## config.mk

```make
export PLATFORM = sky130hd
export DESIGN_NAME = thr_sel_ctrl
export DESIGN_NICKNAME = d
export VERILOG_FILES = /design/src/rtl/thr_sel_pkg.sv /design/src/rtl/thr_rr_arb.sv /design/src/rtl/thr_refill_ctr.sv /design/src/rtl/thr_sel_ctrl.sv
export SDC_FILE = /design/constraint.sdc
export NUM_CORES = 1
export LEC_CHECK = 0
export CAP_MARGIN = 25
export CORE_MARGIN = 10
export CORE_UTILIZATION = 47
export CTS_CLUSTER_SIZE = 12
export DETAILED_ROUTE_END_ITERATION = 6
export PLACE_DENSITY_LB_ADDON = 0.3
export SLEW_MARGIN = 20
export SYNTH_ARGS = -nofsm -noshare
export SYNTH_HDL_FRONTEND = slang
export SYNTH_HIERARCHICAL = 1
export SYNTH_SLANG_ARGS = --single-unit
```

## constraint.sdc

```tcl
create_clock -name clk_i -period 2.94 [get_ports clk_i]
set_input_delay 0.294 -clock clk_i [delete_from_list [all_inputs] [get_ports clk_i]]
set_output_delay 0.294 -clock clk_i [all_outputs]
set_load 0.005 [all_outputs]
```

## src/rtl/thr_sel_pkg.sv

```systemverilog
package thr_sel_pkg;
  typedef enum logic {
    MODE_FINE   = 1'b0,
    MODE_COARSE = 1'b1
  } sel_mode_e;
endpackage

```

## src/rtl/thr_rr_arb.sv

```systemverilog
// Round-robin pick with preferred-thread override.
module thr_rr_arb #(
  parameter int NUM_THR = 4,
  localparam int TW = $clog2(NUM_THR)
) (
  input  logic [NUM_THR-1:0] req_i,
  input  logic [TW-1:0]      base_i,
  input  logic               pref_en_i,
  input  logic [TW-1:0]      pref_id_i,
  output logic [TW-1:0]      gnt_o,
  output logic               vld_o
);
  logic [TW-1:0] rr_id;
  logic          rr_hit;

  always_comb begin
    rr_id  = base_i;
    rr_hit = 1'b0;
    for (int k = 0; k < NUM_THR; k++) begin
      logic [TW-1:0] idx;
      idx = base_i + TW'(k + 1);
      if (!rr_hit && req_i[idx]) begin
        rr_id  = idx;
        rr_hit = 1'b1;
      end
    end
  end

  always_comb begin
    if (pref_en_i && req_i[pref_id_i]) gnt_o = pref_id_i;
    else                               gnt_o = rr_id;
    vld_o = rr_hit;
  end
endmodule

```

## src/rtl/thr_refill_ctr.sv

```systemverilog
// Refill window counter; busy for REFILL_CYC cycles after start.
module thr_refill_ctr #(
  parameter int REFILL_CYC = 4,
  localparam int CW = $clog2(REFILL_CYC + 1) < 1 ? 1 : $clog2(REFILL_CYC + 1)
) (
  input  logic clk_i,
  input  logic rst_ni,
  input  logic start_i,
  input  logic clr_i,
  output logic busy_o
);
  logic [CW-1:0] cnt_q;

  always_ff @(posedge clk_i or negedge rst_ni) begin
    if (!rst_ni)             cnt_q <= '0;
    else if (clr_i)          cnt_q <= '0;
    else if (start_i)        cnt_q <= CW'(REFILL_CYC);
    else if (cnt_q != '0)    cnt_q <= cnt_q - 1'b1;
  end

  assign busy_o = (cnt_q != '0);
endmodule

```

## src/rtl/thr_sel_ctrl.sv

```systemverilog
module thr_sel_ctrl
  import thr_sel_pkg::*;
#(
  parameter int NUM_THR    = 4,
  parameter int REFILL_CYC = 4,
  localparam int TW = $clog2(NUM_THR)
) (
  input  logic               clk_i,
  input  logic               rst_ni,
  input  logic               mode_i,
  input  logic [NUM_THR-1:0] rdy_i,
  input  logic [NUM_THR-1:0] stall_i,
  input  logic               long_stall_i,
  input  logic               pref_en_i,
  input  logic [TW-1:0]      pref_id_i,
  output logic [TW-1:0]      tid_o,
  output logic               issue_vld_o,
  output logic               flush_o
);
  sel_mode_e          mode;
  logic [NUM_THR-1:0] elig;
  logic [NUM_THR-1:0] others;
  logic [TW-1:0]      ptr_q;
  logic [TW-1:0]      fine_gnt, sw_gnt;
  logic               fine_vld, sw_vld;
  logic               refill_busy;
  logic               do_switch;

  assign mode   = sel_mode_e'(mode_i);
  assign elig   = rdy_i & ~stall_i;
  assign others = elig & ~(NUM_THR'(1) << ptr_q);

  thr_rr_arb #(.NUM_THR(NUM_THR)) u_arb_fine (
    .req_i     (elig),
    .base_i    (ptr_q),
    .pref_en_i (pref_en_i),
    .pref_id_i (pref_id_i),
    .gnt_o     (fine_gnt),
    .vld_o     (fine_vld)
  );

  thr_rr_arb #(.NUM_THR(NUM_THR)) u_arb_switch (
    .req_i     (others),
    .base_i    (ptr_q),
    .pref_en_i (pref_en_i),
    .pref_id_i (pref_id_i),
    .gnt_o     (sw_gnt),
    .vld_o     (sw_vld)
  );

  assign do_switch = (mode == MODE_COARSE) && !refill_busy && long_stall_i && sw_vld;

  thr_refill_ctr #(.REFILL_CYC(REFILL_CYC)) u_refill (
    .clk_i   (clk_i),
    .rst_ni  (rst_ni),
    .start_i (do_switch),
    .clr_i   (mode == MODE_FINE),
    .busy_o  (refill_busy)
  );

  always_comb begin
    flush_o     = 1'b0;
    tid_o       = ptr_q;
    issue_vld_o = 1'b0;
    if (mode == MODE_FINE) begin
      tid_o       = fine_gnt;
      issue_vld_o = fine_vld;
    end else if (do_switch) begin
      flush_o = 1'b1;
    end else if (!refill_busy) begin
      issue_vld_o = elig[ptr_q];
    end
  end

  always_ff @(posedge clk_i or negedge rst_ni) begin
    if (!rst_ni)                               ptr_q <= TW'(NUM_THR - 1);
    else if (mode == MODE_FINE && fine_vld)    ptr_q <= fine_gnt;
    else if (do_switch)                        ptr_q <= sw_gnt;
  end
endmodule

```

==> flow_summary.json, run 1 <==
{
  "nNetsFinal": 125,
  "wl_um": 1850,
  "cap_violations": 0,
  "ys_async_sr_fraction_pct": 100,
  "synth_top_cell_area_share_pct": 10.4,
  "drt-vias-per-instance": 5.76,
  "cp_slowest_cell": "dfstp_4",
  "post_cts_buffers": 0,
  "gp_congestion": 0.788,
  "status": "finished, final reports clean",
  "syn_area_per_cell_um2": 8.91,
  "drive_above_1_share_pct": 26.2,
  "overflow": 0,
  "clockPowerShare_pct": 12.0,
  "skew_ps": 0.0749,
  "grt_max_degree": 20,
  "yosysWarnings": 6,
  "fin_crit_ps": 2840,
  "drc": 0,
  "initial_core_util_pct": 49.1,
  "ys_top_cells_by_count": "inv_1, nand2_1, nor2b_1",
  "cts_tree": "done",
  "yosysSeqAreaShare_pct": 17.7,
  "drt_iter0_drc": 16,
  "p_sw_mw": 0.268,
  "dr_total_vias": 709,
  "synth-seq-cells": 5,
  "pre_cts_ws_ps": 117,
  "cts.path.max_buffers": 2,
  "design.die.area_mm2": 0.00350,
  "clk_pin_slew_ps": 40,
  "chipHeight_um": 59.2,
  "worstSetupPathType": "flop to primary output",
  "antenna_found_initial": 0,
  "setup_viol": 0,
  "syn_nets": 98,
  "min_path_type": "primary input to async pin",
  "max_freq_mhz": 352,
  "synth_edf_count": 0,
  "combPwrFrac_pct": 61.6,
  "detail-route-antenna-nets": 0,
  "start_kind": "flop",
  "power_density_mw_per_mm2": 672,
  "clock-sinks": 5,
  "first_pass_iters": 4,
  "synth.most_common_cell": "inv_1",
  "slowest_delay_ps": 720,
  "synth_area_um2": 722,
  "timing.setup.tns_ps": 0,
  "fp.coreArea_mm2": 0.00147,
  "synth_largest_area_cell": "dfrtp_1",
  "fp.dieW_um": 59.2,
  "synth_cell_types": 36,
  "antenna_cells": 0,
  "drv_slew": 0,
  "ios": 19,
  "cp_num_buf_inv": 1,
  "reg2reg_from": "ptr_q[1]$_DFFE_PN1P_",
  "seqPwrFrac_pct": 26.4,
  "p_leak_nw": 0.445,
  "cp-end-kind": "primary output",
  "grt_usage_pct": 10.8,
  "worst_pin_slew_ps": 523,
  "internal_power_mw": 0.394,
  "synthCells": 81,
  "worstPathCellList": "a21boi_0 -> or4_2 -> nand2_1 -> a41o_1 -> clkdlybuf4s50_1",
  "min_period_over_period_pct": 96.7,
  "startpoint": "ptr_q[1]$_DFFE_PN1P_",
  "routedWlPerCell_um": 15.1,
  "cts_max_level": 1,
  "hold_buffers": 0,
  "grt_pass1_wl_um": 3100,
  "synth_area_leaders": "dfrtp_1, mux4_2, dfstp_2",
  "clockRootBuffer": "clkbuf_4",
  "critPathMaxFanout": 19,
  "worstPathArrival_ps": 2550,
  "cp.required_ps": 2650,
  "io_buffer_count": 18,
  "max_slew_margin_pct": 64.8,
  "fin_ws_ps": 96.1,
  "clk_latency_ps": 240,
  "crit_family": "simple AND/OR/NAND/NOR gates",
  "ir_worst_vdd_mv": 0.304,
  "hold_viol": 0,
  "swShare_pct": 40.5,
  "grt_pass1_vias": 754,
  "hpwl_um": 1520,
  "synthFlopType": "dfrtp_1",
  "numCtsBuffers": 3,
  "rows": 14,
  "rsz0062_at_grt": "false",
  "area_growth_pct": 36.4
}
worst paths after layout:
path	to	slack, ps	cells past startpoint
min in group clk_i	u_refill/cnt_q[0]$_DFFE_PN0P_	570	2
max in group asynchronous	ptr_q[0]$_DFFE_PN1P_	2410	1
setup / recovery	issue_vld_o	100	5
hold / removal	u_refill/cnt_q[0]$_DFFE_PN0P_	280	1
setup reg to reg	u_refill/cnt_q[2]$_DFFE_PN0P_	590	7
hold reg to reg	u_refill/cnt_q[0]$_DFFE_PN0P_	570	2
per-stage QoR:
stage	hold slack [ps]	cell area (µm²)	std cells	total power, mW	util (%)
finish	277	985	123	0.662	66.9
global route	295	985	123	0.713	66.9
CTS	281	982	123	0.665	66.8
detailed placement	533	952	119	0.575	64.7
global placement	528	952	119	0.551	64.7
floorplan	-1.59	722	81	0.438	-
cells in the final DEF, fill, tap and decap left out, drive strengths merged, types with 3 or more instances in the layout:
master,synthesis,routed
and3b,4,4
nor2b,6,6
inv,10,10
nor2,3,3
a21boi,4,4
mux2i,4,4
mux4,3,3
clkbuf,0,4
buf,0,4
nand2,5,5
nand2b,3,3
clkdlybuf4s50,0,18
dfrtp,3,3
power groups by stage:
| stage | clock network (mW) | registers [mW] | logic (mW) |
|---|---|---|---|
| 2_1_floorplan | 0 | 0.152 | 0.286 |
| 3_3_place_gp | 0 | 0.167 | 0.384 |
| 3_5_place_dp | 0 | 0.170 | 0.405 |
| 4_1_cts | 0.0817 | 0.173 | 0.410 |
| 5_1_grt | 0.0872 | 0.182 | 0.443 |
| 6_report | 0.0797 | 0.174 | 0.408 |
sequential cells by signal (all words and copies together), names as in the netlist:
register        flops
u_refill/cnt_q      3
ptr_q               2
area by class of cell:
cell class              count  area [µm²]
fillers                   140         487
clock buffers               4        26.3
well taps                  16        20.0
multi-input cells          66         559
flip-flops and latches      5         131
inverters                  10        37.5
repair buffers             22         210
cell families (layout without fill, tap and decap cells):
logic type | count (synthesis) | after routing | synth area share, %
mux | 9 | 9 | 18.0
compound gates | 19 | 19 | 20.8
buf+inv | 10 | 36 | 5.20
xor+xnor | 1 | 1 | 1.21
simple gates | 35 | 35 | 33.6
flops | 5 | 5 | 17.7
fa+ha+maj | 2 | 2 | 3.47
metal layers:
metal | track usage (%) | vias up | routed length, µm
li1 | - | 354 | -
met1 | 10.6 | 332 | 691
met2 | 19.9 | 21 | 1050
met3 | 2.79 | 2 | 88
met4 | 5.57 | 0 | 23
met5 | 0 | - | 0
timing repair:
| action | CTS | global route |
|---|---|---|
| cloned | 0 | 0 |
| gates resized for setup | 1 | 2 |
| endpoints found under the setup margin | 1 | 2 |
(Power assumes the default switching activity.)
==> run 2, diff against run 1 <==
--- a/config.mk
+++ b/config.mk
@@ -7,7 +7,7 @@
 export LEC_CHECK = 0
 export CAP_MARGIN = 25
 export CORE_MARGIN = 10
-export CORE_UTILIZATION = 47
+export CORE_UTILIZATION = 39
 export CTS_CLUSTER_SIZE = 12
 export DETAILED_ROUTE_END_ITERATION = 6
 export PLACE_DENSITY_LB_ADDON = 0.3
==> constraint.sdc (replaced) <==
create_clock -name clk_i -period 2.94 [get_ports clk_i]
set_input_delay 0.882 -clock clk_i [delete_from_list [all_inputs] [get_ports clk_i]]
set_output_delay 0.882 -clock clk_i [all_outputs]
set_load 0.005 [all_outputs]
==> run 2 against run 1 <==
Effect of this change: the flow now finishes with violations (negative setup slack); critical path type is now primary input to primary output; design area is 17% higher; sequential cell count stayed put; die area is 13% higher; worst hold slack better by 290 ps; via count is 7.1% higher; count of clock-buffer cells in the layout stayed put; clock skew is 0.74 ps higher; total power is 9.3% higher; clock power is 4.8% lower; sequential share of layout area is 2.3 points lower; register-to-register slack better by 220 ps.
==> flow_summary.json, run 2 (synthesized netlist as in run 1, its figures left out) <==
{
  "largest_reg_flops": 3,
  "initial_core_util_pct": 41.4,
  "clockRootBuffer": "clkbuf_4",
  "fin_ws_ps": -307,
  "hpwl_um": 1580,
  "grt_pass1_vias": 781,
  "grt_pass1_wl_um": 3460,
  "overflow": 0,
  "cap_violations": 0,
  "worstSetupPathType": "primary input to primary output",
  "pre_cts_ws_ps": -969,
  "detail-route-antenna-nets": 0,
  "layout_commonest_cell": "buf_4",
  "io_buffer_count": 18,
  "critPathMaxFanout": 5,
  "skew_ps": 0.814,
  "max_slew_margin_pct": 81.0,
  "start_kind": "primary input",
  "cts_max_level": 1,
  "power_density_mw_per_mm2": 628,
  "first_pass_iters": 4,
  "stdcell_area_mm2": 0.00115,
  "nNetsFinal": 141,
  "antenna_found_initial": 0,
  "worst_pin_slew_ps": 283,
  "cp.required_ps": 2060,
  "min_path_type": "flop to flop",
  "rsz0062_at_grt": "true",
  "clk_pin_slew_ps": 40,
  "hold_buffers": 0,
  "drive_above_1_share_pct": 52.0,
  "mostFrequentLayoutCells": "buf_4, inv_1, buf_2",
  "clk_latency_ps": 230,
  "ir_worst_vdd_mv": 0.484,
  "violations": "negative setup slack",
  "drt-vias-per-instance": 5.13,
  "setup_viol": 4,
  "drt_iter0_drc": 20,
  "p_leak_nw": 0.575,
  "rows": 15,
  "max_freq_mhz": 308,
  "dr_total_vias": 759,
  "drv_slew": 0,
  "area_growth_pct": 59.4,
  "cts.path.max_buffers": 2,
  "worstPathArrival_ps": 2360,
  "grt_max_degree": 10,
  "routedWlPerCell_um": 14.3,
  "drc": 0,
  "hold-worst-slack_ps": 570,
  "antenna_cells": 0,
  "status": "finished with violations",
  "hold_viol": 0,
  "reg_top3": "u_refill/cnt_q x3, ptr_q x2",
  "clock-sinks": 5,
  "fp.coreArea_mm2": 0.00175,
  "gp_congestion": 0.785,
  "regMostFlops": "u_refill/cnt_q",
  "design.die.area_mm2": 0.00397,
  "min_period_over_period_pct": 110,
  "cts_tree": "done",
  "fp.dieW_um": 63.0,
  "grt_usage_pct": 10.3,
  "ios": 19,
  "place_area_mm2": 0.00108,
  "wl_um": 2120,
  "fillers": 161,
  "chipHeight_um": 63.0,
  "total_power_mw": 0.723,
  "cp-end-kind": "primary output",
  "numCtsBuffers": 3,
  "fin_crit_ps": 3250,
  "timing.setup.tns_ps": -931
}
[run 2: changes by cell type in the layout (fill, tap and decap cells not counted), moves of 2 or more]
cell	previous run	this run
a21boi_0	3	1
buf_4	4	19
nor2b_1	4	1
mux2_4	0	2
buf_6	0	6
buf_2	0	7
nor2b_4	1	5
mux2_2	2	0
clkdlybuf4s50_1	18	4
[run 2: timing repair]
item | in CTS | in global routing
endpoints found under the setup margin | 4 | 4
pin swaps | 2 | 1
gates resized for setup | 60 | 3
buffers inserted | 3 | 3
[run 2: stage by stage]
step | cells | utilization, %
2_1_floorplan | 81 | -
3_3_place_gp | 139 | 62.0
3_5_place_dp | 139 | 62.0
4_1_cts | 146 | 64.7
5_1_grt | 148 | 65.9
6_report | 148 | 65.9
[run 2: area by class of cell]
cell class / instances / area (µm²) / area share [%]
multi-input cells: 66 / 623 / 54.1
inverters: 10 / 37.5 / 3.26
clock buffers: 4 / 26.3 / 2.28
flip-flops and latches: 5 / 128 / 11.1
repair buffers: 38 / 305 / 26.5
well taps: 25 / 31.3 / 2.72
[run 2: worst paths after layout]
| path | startpoint | end | slack, ps | cells after the start |
|---|---|---|---|---|
| worst max register to register | ptr_q[0]$_DFFE_PN1P_ | u_refill/cnt_q[1]$_DFFE_PN0P_ | 810 | 7 |
| worst max-delay path | rdy_i[3] | tid_o[0] | -310 | 8 |
| max in group asynchronous | rst_ni | ptr_q[1]$_DFFE_PN1P_ | 1840 | 1 |
| worst min-delay path | u_refill/cnt_q[0]$_DFFE_PN0P_ | u_refill/cnt_q[0]$_DFFE_PN0P_ | 570 | 2 |
| worst min register to register | u_refill/cnt_q[0]$_DFFE_PN0P_ | u_refill/cnt_q[0]$_DFFE_PN0P_ | 570 | 2 |
| min in group asynchronous | rst_ni | u_refill/cnt_q[0]$_DFFE_PN0P_ | 860 | 1 |
[run 2: where the power goes]
group          internal (mW)  switching (mW)  total, mW
logic                  0.280           0.224      0.504
registers              0.108          0.0355      0.143
clock network         0.0511          0.0248     0.0759
[run 2: layer usage]
metal	track usage [%]	routed length (µm)	vias to the layer above
li1	-	-	382
met1	12.4	971	359
met2	17.8	1060	16
met3	1.61	64	2
met4	3.35	19	0
met5	0	0	-
[run 2: critical path, cell delays in order]
cell	delay (ps)
buf_6	90
nor2b_4	130
mux4_2	510
buf_4	160
nand2_2	80
a41oi_2	110
mux2_4	300
buf_6	120
